--- src/rtl/dma_req_pkg.sv ---
package dma_req_pkg;
  typedef enum logic [1:0] {
    SRC_FIFO = 2'd0,
    SRC_MID  = 2'd1,
    SRC_HOLD = 2'd2
  } dac_src_t;
endpackage

--- src/rtl/dma_chan_req.sv ---
module dma_chan_req #(
  parameter int  DEPTH  = 16,
  parameter int  LVL_W  = $clog2(DEPTH + 1),
  parameter bit  IS_CAP = 1'b0
) (
  input  logic             clk,
  input  logic             rst,
  input  logic             tick,
  input  logic             en,
  input  logic             stall,
  input  logic             ack,
  input  logic [LVL_W-1:0] lvl,
  output logic             req,
  output logic             err
);
  logic lvl_edge;
  logic go;

  // capture fails when full, playback when empty
  generate
    if (IS_CAP) begin : g_cap
      assign lvl_edge = (lvl == LVL_W'(DEPTH));
    end else begin : g_pb
      assign lvl_edge = (lvl == '0);
    end
  endgenerate

  assign go = tick & en & ~stall;

  always_ff @(posedge clk) begin
    if (rst) begin
      req <= 1'b0;
      err <= 1'b0;
    end else begin
      if (go)       req <= 1'b1;   // a new request beats a same-cycle ack
      else if (ack) req <= 1'b0;
      err <= go & lvl_edge;
    end
  end
endmodule

--- src/rtl/dma_smp_count.sv ---
module dma_smp_count #(
  parameter int CNT_W = 16
) (
  input  logic             clk,
  input  logic             rst,
  input  logic             tick,
  input  logic             run,
  input  logic             stall,
  input  logic [CNT_W-1:0] base,
  output logic [CNT_W-1:0] cnt,
  output logic             expire
);
  always_ff @(posedge clk) begin
    if (rst) begin
      cnt    <= base;
      expire <= 1'b0;
    end else begin
      expire <= 1'b0;
      if (tick && run && !stall) begin
        if (cnt == '0) begin
          cnt    <= base;
          expire <= 1'b1;
        end else begin
          cnt <= cnt - 1'b1;
        end
      end
    end
  end
endmodule

--- src/rtl/dma_dac_fill.sv ---
module dma_dac_fill
  import dma_req_pkg::*;
#(
  parameter int LVL_W = 5
) (
  input  logic             clk,
  input  logic             rst,
  input  logic             tick,
  input  logic             dac_zero,
  input  logic [LVL_W-1:0] lvl,
  output dac_src_t         src
);
  always_ff @(posedge clk) begin
    if (rst) begin
      src <= SRC_FIFO;
    end else if (tick) begin
      if (lvl != '0)    src <= SRC_FIFO;
      else if (dac_zero) src <= SRC_MID;
      else               src <= SRC_HOLD;
    end
  end
endmodule

--- src/rtl/dma_req_gate.sv ---
module dma_req_gate
  import dma_req_pkg::*;
#(
  parameter int CNT_W      = 16,
  parameter int FIFO_DEPTH = 16,
  parameter int LVL_W      = $clog2(FIFO_DEPTH + 1)
) (
  input  logic             clk,
  input  logic             rst,
  input  logic             smp_tick,
  input  logic             pb_en,
  input  logic             cap_en,
  input  logic             xfer_hold,
  input  logic             irq_flag,
  input  logic             dac_zero,
  input  logic             pb_ack,
  input  logic             cap_ack,
  input  logic [LVL_W-1:0] pb_lvl,
  input  logic [LVL_W-1:0] cap_lvl,
  input  logic [CNT_W-1:0] cnt_base,
  output logic             pb_req,
  output logic             cap_req,
  output logic [CNT_W-1:0] cnt_val,
  output logic             cnt_expire,
  output logic [1:0]       dac_src,
  output logic             pb_underrun,
  output logic             cap_overrun
);
  localparam int NCH = 2;

  logic             stall;
  logic [NCH-1:0]   en_v, ack_v, req_v, err_v;
  logic [LVL_W-1:0] lvl_v [NCH];
  dac_src_t         src_q;

  assign stall    = xfer_hold & irq_flag;
  assign en_v     = {cap_en, pb_en};
  assign ack_v    = {cap_ack, pb_ack};
  assign lvl_v[0] = pb_lvl;
  assign lvl_v[1] = cap_lvl;

  generate
    for (genvar i = 0; i < NCH; i++) begin : g_ch
      dma_chan_req #(
        .DEPTH (FIFO_DEPTH),
        .LVL_W (LVL_W),
        .IS_CAP(i == 1)
      ) u_ch (
        .clk  (clk),
        .rst  (rst),
        .tick (smp_tick),
        .en   (en_v[i]),
        .stall(stall),
        .ack  (ack_v[i]),
        .lvl  (lvl_v[i]),
        .req  (req_v[i]),
        .err  (err_v[i])
      );
    end
  endgenerate

  dma_smp_count #(.CNT_W(CNT_W)) u_cnt (
    .clk   (clk),
    .rst   (rst),
    .tick  (smp_tick),
    .run   (pb_en | cap_en),
    .stall (stall),
    .base  (cnt_base),
    .cnt   (cnt_val),
    .expire(cnt_expire)
  );

  dma_dac_fill #(.LVL_W(LVL_W)) u_fill (
    .clk     (clk),
    .rst     (rst),
    .tick    (smp_tick),
    .dac_zero(dac_zero),
    .lvl     (pb_lvl),
    .src     (src_q)
  );

  assign pb_req      = req_v[0];
  assign cap_req     = req_v[1];
  assign pb_underrun = err_v[0];
  assign cap_overrun = err_v[1];
  assign dac_src     = src_q;
endmodule

--- config.mk ---
export PLATFORM = sky130hd
export DESIGN_NAME = dma_req_gate
export DESIGN_NICKNAME = d
export VERILOG_FILES = /design/src/rtl/dma_req_pkg.sv /design/src/rtl/dma_chan_req.sv /design/src/rtl/dma_smp_count.sv /design/src/rtl/dma_dac_fill.sv /design/src/rtl/dma_req_gate.sv
export SDC_FILE = /design/constraint.sdc
export NUM_CORES = 1
export LEC_CHECK = 0
export BUFFER_PORTS_ARGS = -buffer_cell sky130_fd_sc_hd__buf_2
export CORE_MARGIN = 5
export CORE_UTILIZATION = 40
export DETAILED_ROUTE_END_ITERATION = 6
export PLACE_DENSITY = 0.68
export SLEW_MARGIN = 20
export SYNTH_ARGS = -nofsm -noshare
export SYNTH_HDL_FRONTEND = slang
export SYNTH_SLANG_ARGS = --single-unit
export TNS_END_PERCENT = 5
--- constraint.sdc ---
create_clock -name clk -period 2.2 [get_ports clk]
set_clock_uncertainty 0.15 [all_clocks]
set_input_delay 0.11 -clock clk [delete_from_list [all_inputs] [get_ports clk]]
set_output_delay 0.11 -clock clk [all_outputs]
set_load 0.02 [all_outputs]
# ---- Word level (Yosys, flattened, before mapping)
# Cells that the tools add are included.
dict set report word_totals {
  regBits 23
  input_bits 36
  out_inout_bits 23
  wordCells 39
}
dict set report op_classes {
  add_sub_neg 1
  n_eq_ne 1
  n_mux 10
  n_bitwise 10
  reduce_logical 10
}
# op count
set op_table {}
lappend op_table {{$mux W16} 3}
lappend op_table {{$logic_not A16 Y1} 1}
lappend op_table {{$sub A16 B1 Y16 const B} 1}
lappend op_table {{$and A1 B1 Y1} 7}
lappend op_table {{$reduce_bool A2 Y1} 3}
lappend op_table {{$eq A5 B5 Y1 const B} 1}
lappend op_table {{$logic_not A5 Y1} 1}
lappend op_table {{$mux W1} 5}
lappend op_table {{$reduce_bool A5 Y1} 1}
lappend op_table {{$mux W2} 2}
lappend op_table {{$logic_and A1 B1 Y1} 2}
lappend op_table {{$not A1 Y1} 2}
lappend op_table {{$reduce_or A2 Y1} 1}
lappend op_table {{$logic_not A1 Y1} 1}
lappend op_table {{$or A1 B1 Y1} 1}

# ---- Longest topological paths before layout
# Gate-level depths: netlist of run 1.
dict set report logic_depth {
  word_depth 5
  depth_mapped 7
  mapped_depth_nobuf 6
}

# ---- Hierarchy
# Synthesis of run 1 repeated with hierarchy kept, for this count alone.
dict set report hier_totals {
  cells_unflattened 122
  hier_area_um2 1305.0
}
# module instances cells_per_inst area_each_um2 seq_area_each_um2
set by_module_without_submodules {}
lappend by_module_without_submodules {dma_smp_count 1 98 1034.7 500.5}
lappend by_module_without_submodules {dma_dac_fill 1 8 97.6 40.0}
lappend by_module_without_submodules {{dma_chan_req at g_ch[1].u_ch} 1 7 81.3 40.0}
lappend by_module_without_submodules {{dma_chan_req at g_ch[0].u_ch} 1 7 78.8 40.0}
lappend by_module_without_submodules {dma_req_gate 1 2 12.5 0.0}

# ---- Least setup slack after synthesis of run 1
# Ideal clock, no wire load.
dict set report synth_path {
  path_type {reg-to-reg}
  from {register u_cnt.cnt[0]}
  to {register u_cnt.cnt[14], data pin}
  setup_time_ps 257
  arrival_ps 1702
  t_required_ps 1793
  slack_ps 91
  stages_incl_launch_ff 7
  path_buffers 0
  synth_period_minus_slack_ps 2109
  cell_sequence {edfxtp_1 -> inv_1 -> ha_1 -> nor3b_1 -> nand4_1 -> xor2_1 -> a21oi_2}
}
dict set report synth_via {
  elab_chain_len 4
  elab_cells_between_ends 5
  classes_between {add/sub (1); mux (3); reduce/logical (1)}
}
# element line_no
set synth_rtl {}
lappend synth_rtl {{start: declaration} dma_smp_count.sv:10} ;# output logic [CNT_W-1:0] cnt,
lappend synth_rtl {{start signal: assignment} dma_smp_count.sv:15} ;# cnt <= base;
lappend synth_rtl {{start signal: assignment} dma_smp_count.sv:21} ;# cnt <= base;
lappend synth_rtl {{start signal: assignment} dma_smp_count.sv:24} ;# cnt <= cnt - 1'b1;
lappend synth_rtl {{$sub A16 B1 Y16 or $logic_not A16 Y1 (tied branches)} {dma_smp_count.sv:24, dma_smp_count.sv:20}}
lappend synth_rtl {{$mux W16 *} dma_smp_count.sv:20} ;# if (cnt == '0) begin
lappend synth_rtl {{$mux W16 *} dma_smp_count.sv:19} ;# if (tick && run && !stall) begin
lappend synth_rtl {{$mux W16 *} dma_smp_count.sv:14} ;# if (rst) begin
# Mark *: on every way between the ends. The rest lies on a longest branch, timed or not. The select of a mux whose other input is x is not followed.
# A chain may end at the register's enable or synchronous reset.

# ---- Worst setup path in the final report of run 1
dict set report layout_path {
  from {input port pb_lvl[1]}
  to {register u_fill.src[0]}
}
dict set report layout_via {
  elab_chain_len 2
}
# element line_no
set layout_rtl {}
lappend layout_rtl {{start: declaration} dma_req_gate.sv:18} ;# input logic [LVL_W-1:0] pb_lvl,
lappend layout_rtl {{$reduce_bool A5 Y1} dma_dac_fill.sv:17} ;# if (lvl != '0) src <= SRC_FIFO;
lappend layout_rtl {{$mux W2} dma_dac_fill.sv:17}
lappend layout_rtl {{end signal: assignment} dma_dac_fill.sv:17}
lappend layout_rtl {{end signal: assignment} dma_dac_fill.sv:18} ;# else if (dac_zero) src <= SRC_MID;
lappend layout_rtl {{end signal: assignment} dma_dac_fill.sv:19} ;# else src <= SRC_HOLD;
lappend layout_rtl {{end: declaration} dma_dac_fill.sv:11} ;# output dac_src_t src
# No other way between the ends.

==> results of run 1 <==
[critical path: stages]
cell	delay, ps
dlygate4sd3_1	530
buf_2	130
nor2_1	140
nand3_1	90
dlygate4sd3_1	550
a21oi_1	130
dlygate4sd3_1	550
[power by group through the flow]
stage	combinational, mW	sequential [mW]	clock, mW
4_1_cts	0.267	0.550	0.217
2_1_floorplan	0.102	0.594	0
5_1_grt	0.290	0.557	0.236
3_5_place_dp	0.236	0.559	0
3_3_place_gp	0.230	0.555	0
6_report	0.266	0.550	0.205
[area by class of cell]
cell class | instances | area share, %
well taps | 44 | 2.783
multi-input cells | 93 | 32.01
inverters | 3 | 0.5693
flip-flops and latches | 23 | 31.37
repair buffers | 94 | 31.88
clock buffers | 3 | 1.139
clock inverters | 1 | 0.2530
[final timing paths]
kind / cells after the start / slack [ps] / end
max: 7 / 100 / u_fill.src[0]$_SDFFE_PP0P_
min: 3 / 20 / u_cnt.cnt[3]$_DFFE_PP_
max reg2reg: 6 / 150 / u_cnt.cnt[0]$_DFFE_PP_
min reg2reg: 3 / 500 / u_cnt.expire$_SDFF_PP0_
[state kept, by name, indices dropped and copies added, names as in the netlist]
register       count
g_ch.u_ch.err      2
g_ch.u_ch.req      2
u_cnt.cnt         16
u_cnt.expire       1
u_fill.src         2
[synthesized netlist by cell type (2+ instances only)]
cell / number
clkbuf_1: 2
xnor2_1: 3
ha_1: 2
a21oi_1: 6
inv_1: 3
xor2_1: 8
nand2b_1: 5
nand2_1: 8
a21oi_2: 10
edfxtp_1: 16
nand3_1: 3
nand3b_1: 3
dfxtp_1: 7
o21ai_0: 2
nor4_1: 4
nand4_1: 2
nor2_1: 19
a31oi_1: 2
[kinds of logic (layout without fill, tap and decap cells)]
logic type | Yosys count | count (layout) | synth area share [%]
AND/OR/NAND/NOR | 55 | 55 | 24.25
AO/OA/AOI/OAI | 23 | 23 | 13.44
flip-flops | 23 | 23 | 48.30
XOR/XNOR | 11 | 11 | 7.498
buffers and inverters | 7 | 101 | 2.921
adder cells (fa/ha/maj) | 2 | 2 | 1.947
multiplexers | 2 | 2 | 1.655
[through the flow]
step	total power, mW	utilization [%]	cells	hold WS [ps]	worst slack [ps]
floorplan	0.6959	-	123	36.94	90.59
global placement	0.7859	54.07	229	124.0	120.9
detailed placement	0.7947	54.07	229	137.8	20.27
CTS	1.034	64.07	261	31.48	1.907
global route	1.082	64.27	261	74.92	22.44
finish	1.020	64.27	261	23.43	100.9
[what timing repair did]
item,CTS,global route
setup endpoints to repair,0,14
gates resized for setup,0,1
hold buffers,28,0
setup buffers,0,0
hold endpoints to repair,22,0
[per-layer routing]
metal,up-vias,global-route usage [%]
li1,635,-
met3,4,3.710
met1,568,17.55
met4,0,5.584
met5,-,0
met2,48,31.31
==> reports/results.ini, run 1 <==
[critical_path]
worstSetupPathType=in -> reg
cp-startpoint=pb_lvl[1]
crit_required_ps=2320
path_max_fanout=2
worst_r2r_startpoint=u_cnt.cnt[0]$_DFFE_PP_
cp-end-kind=flop
arrival_ps=2220
start_kind=input port

[synth]
seq_area_frac_synth_pct=48.30
ys_warn_count=0
async_flop_share_pct=0
synth_ff_type=edfxtp_1
yosys.area.top_type=edfxtp_1
syn-mean-instance-area_sq_um=10.45
synthDominantCellAreaShare_pct=37.39
synth_edf_count=16
synth.distinct_cells=36
ys_seq_elements=23
syn_nets=161
netlist_area_sq_um=1285
synthCells=123
yosys-top-cells-area=edfxtp_1, dfxtp_1, a21oi_2, nor2_1, xor2_1

[worst_hold_path]
hp-start=cnt_base[3]
hp-class=in -> reg

[route]
wirelength_um=3347
post-route-drc-count=0
wl_met1_um=1318
via_per_inst=4.808
route.antenna.remaining_nets=0
top_layer=met4
route.met2.wl_um=1721
drt_iter0_drc=51
routedWlPerCell_um=12.82
firstDrtPassIters=4
met3RoutedLength_um=278
vias=1255

[power]
power.density_nw_per_um2=515.6
seq_power_share_pct=53.9
p_int_uw=703.9
ir_drop_uv=224.5
p_leak_nw=0.8146
p_comb_share_pct=26.0
p_clk_share_pct=20.1
swShare_pct=30.98
netSwitchingPower_uw=316.0

[timing]
setup_violations=0
max_freq_mhz=476.4
slew_headroom_pct=67.02
rsz0062_at_grt=false
hold_viol=0
worst_slew_pin_slew_ps=490.2
drv_slew=0
tns_ps=0
min_period_over_period_pct=95.41
layout_min_cycle_time_ps=2099

[final_layout]
area_delta_synth_final_pct=53.94
seqCellArea_sq_um=620.6
multi_input_area_sq_um=633.1
diodes=0
n_fill_cell=256
final_common_cell=buf_2
fin_nets=256
layout-drive-gt1-share_pct=39.63
fin_area_sq_um=1978
final_cell_mix=buf_2, dlygate4sd3_1, nor2_1, edfxtp_1, a21oi_2

[floorplanning]
die_y_um=66.68
dieArea_sq_um=4446
start_util_pct=41.75
die_w_um=66.68
ios=59
rows=20
core_sq_um=3078

[global_route]
gr-total-overflow=0
grt_pass1_vias=1312
grt_max_degree=21
antenna_found_initial=0
grt_usage_pct=16.47
grt_pass1_wl_um=5595

[place]
io_buffers=58
placed_area_sq_um=1664
dpl.hpwl_um=2428
gp_congestion=0.8807

[clock_network]
numClockSinks=23
clk_latency_ps=320
cts_buffers=3
cts-root-buf=clkbuf_4
htree_levels=1
clk_pin_slew_ps=130
cts_tree=done
cts_buffer_depth=2

[job]
cap_violations=0

[run_status]
status=completed

Note: power is estimated with default switching activity, not from simulation.
==> run 2, diff against run 1 <==
BUFFER_PORTS_ARGS = -buffer_cell sky130_fd_sc_hd__buf_4   (was -buffer_cell sky130_fd_sc_hd__buf_2)
CELL_PAD_IN_SITES_DETAIL_PLACEMENT = 1   (was default)
CELL_PAD_IN_SITES_GLOBAL_PLACEMENT = 2   (was default)
CORE_UTILIZATION = 28   (was 40)
CTS_BUF_LIST = sky130_fd_sc_hd__clkbuf_4   (was default)
PLACE_DENSITY = 0.79   (was 0.68)
==> run 2 against run 1 <==
  * Critical path depth did not move
  * Sequential cell count did not move
  * Cell count rose by 4.6%
  * Hold slack improved by 32 ps
  * Global-route usage fell by 2.8 points
  * Combinational power rose by 23%
  * Register-to-register slack barely moved
  * Fmax fell by 1.7%
  * Wire length rose by 20%
  * Clock power rose by 10%
  * Die area rose by 36%
==> reports/results.ini, run 2 (synthesized netlist as in run 1, its figures left out) <==
[global_route]
gr-total-overflow=0  ; unchanged
antenna_found_initial=0  ; unchanged
grt_pass1_vias=1489  ; +13%
grtUsageMet1_pct=16.13  ; -1.4 points
grt_usage_pct=13.69  ; -2.8 points
grt_pass1_wl_um=6796  ; +21%
use_met2_pct=24.21  ; -7.1 points
grt_max_degree=23  ; +9.5%
grtUsageMet3_pct=3.704  ; -0.0062 points
busiest_layer=met2

[floorplanning]
die_w_um=77.75  ; +17%
rows=24  ; +20%
dieArea_sq_um=6044  ; +36%
die_y_um=77.75  ; +17%
start_util_pct=29.11  ; -13 points
ios=59  ; unchanged
core_sq_um=4414  ; +43%

[timing]
hold_viol=0  ; unchanged
worst_slack_ps=64.16  ; -36.79 ps
tns_ps=0  ; unchanged
slew_headroom_pct=69.65  ; +2.6 points
min_period_over_period_pct=97.08  ; +1.7 points
rsz0062_at_grt=false
worst_slew_pin_slew_ps=451.1  ; -39.11 ps
drv_slew=0  ; unchanged
whs_ps=55.91  ; +32.48 ps
max_freq_mhz=468.2  ; -1.7%
layout_min_cycle_time_ps=2136  ; +36.79 ps
setup_violations=0  ; unchanged

[critical_path]
cp-startpoint=pb_lvl[1]
crit_required_ps=2330  ; about the same
slowest_delay_ps=570  ; +20 ps
worstSetupPathType=in -> reg
start_kind=input port
path_buf_inv=4  ; unchanged
worst_path_dominant_cell_family=buffers and inverters
cp-end-kind=flop
worst_r2r_startpoint=u_cnt.cnt[12]$_DFFE_PP_
worst_path_max_delay_cell=dlygate4sd3_1
path_max_fanout=2  ; unchanged
arrival_ps=2260  ; +40 ps
crit_chain=dlygate4sd3_1 -> buf_4 -> nor2_2 -> nand3b_1 -> dlygate4sd3_1 -> a21oi_2 -> dlygate4sd3_1
cp_common_cell=dlygate4sd3_1

[route]
routedWlPerCell_um=14.70  ; +15%
vias=1295  ; +3.2%
route.antenna.remaining_nets=0  ; unchanged
firstDrtPassIters=4  ; unchanged
drt_iter0_drc=33  ; -35%
wirelength_um=4014  ; +20%
post-route-drc-count=0  ; unchanged
via_per_inst=4.744  ; -1.3%

[final_layout]
final_cell_mix=buf_4, dlygate4sd3_1, nor2_1, edfxtp_1, a21oi_2
multi_input_area_sq_um=639.4  ; +0.99%
final_core_util_pct=49.55  ; -15 points
regMostFlops=u_cnt.cnt
seqCellArea_sq_um=620.6  ; unchanged
diodes=0  ; unchanged
final_common_cell=buf_4
fin_area_sq_um=2187  ; +11%
layout-drive-gt1-share_pct=41.18  ; +1.5 points
largest_reg_flops=16  ; unchanged
area_delta_synth_final_pct=70.20
fin_nets=260  ; +1.6%
stdcell_count=273  ; +4.6%
n_fill_cell=492  ; +92%

[place]
gp_congestion=0.7270  ; -17%
dpl.hpwl_um=2912  ; +20%
pre_cts_ws_ps=25.96  ; +5.683 ps
dp_cells=240  ; +4.8%
placed_area_sq_um=1854  ; +11%
io_buffers=58  ; unchanged

[power]
ir_drop_uv=181.4  ; -19%
p_total_mw=1.099  ; +7.8%
power.density_nw_per_um2=502.7  ; -2.5%
p_leak_nw=0.8841  ; +8.5%

[job]
cap_violations=0  ; unchanged

[clock_network]
cts-root-buf=clkbuf_4
htree_levels=1  ; unchanged
cts_buffer_depth=2  ; unchanged
cts_tree=done
cts_buffers=3  ; unchanged
clk_latency_ps=320  ; about the same
numClockSinks=23  ; unchanged
clk_pin_slew_ps=150  ; +20 ps

[run_status]
status=completed

[worst_hold_path]
hp-class=in -> reg
hp-start=irq_flag

-- run 2: cell types whose count changed in the layout (fill, tap and decap cells not counted), sizes merged --
cell / delta
buf: +3
clkinv: -1
dlygate4sd3: +1
clkbuf: +1
-- run 2: report_power, final --
group	switching (mW)	internal, mW
Combinational	0.152	0.176
Sequential	0.0388	0.506
Clock	0.143	0.0832
Total	0.334	0.766
-- run 2: path summary, 6_finish.rpt --
| kind | endpoint | slack, ps | cells past startpoint |
|---|---|---|---|
| max | u_fill.src[1]$_SDFFE_PP0P_ | 60 | 7 |
| min | u_cnt.expire$_SDFF_PP0_ | 60 | 4 |
| max reg2reg | u_cnt.cnt[0]$_DFFE_PP_ | 150 | 4 |
| min reg2reg | u_cnt.expire$_SDFF_PP0_ | 480 | 3 |
-- run 2: final cells by class --
cell class	instances	area share, %
repair buffers	98	37.53
multi-input cells	93	29.23
flip-flops and latches	23	28.38
well taps	52	2.975
clock buffers	4	1.373
inverters	3	0.5149
-- run 2: what timing repair did --
item / in CTS / in global routing
hold endpoints to repair: 23 / 0
hold buffers: 29 / 0
buffers inserted: 0 / 0
resized for setup: 1 / 2
setup endpoints to repair: 1 / 1
-- run 2: worst register-to-register path, cell delays in order (launching register included) --
cell      delay (ps)
edfxtp_1         500
nor4_1           440
a41oi_2          250
buf_4            220
mux2_2           270
-- run 2: per-layer routing --
| layer | up-vias | wire length, um |
|---|---|---|
| met5 | - | 0 |
| met4 | 0 | 21 |
| met3 | 2 | 302 |
| met2 | 45 | 2023 |
| met1 | 609 | 1666 |
| li1 | 639 | - |
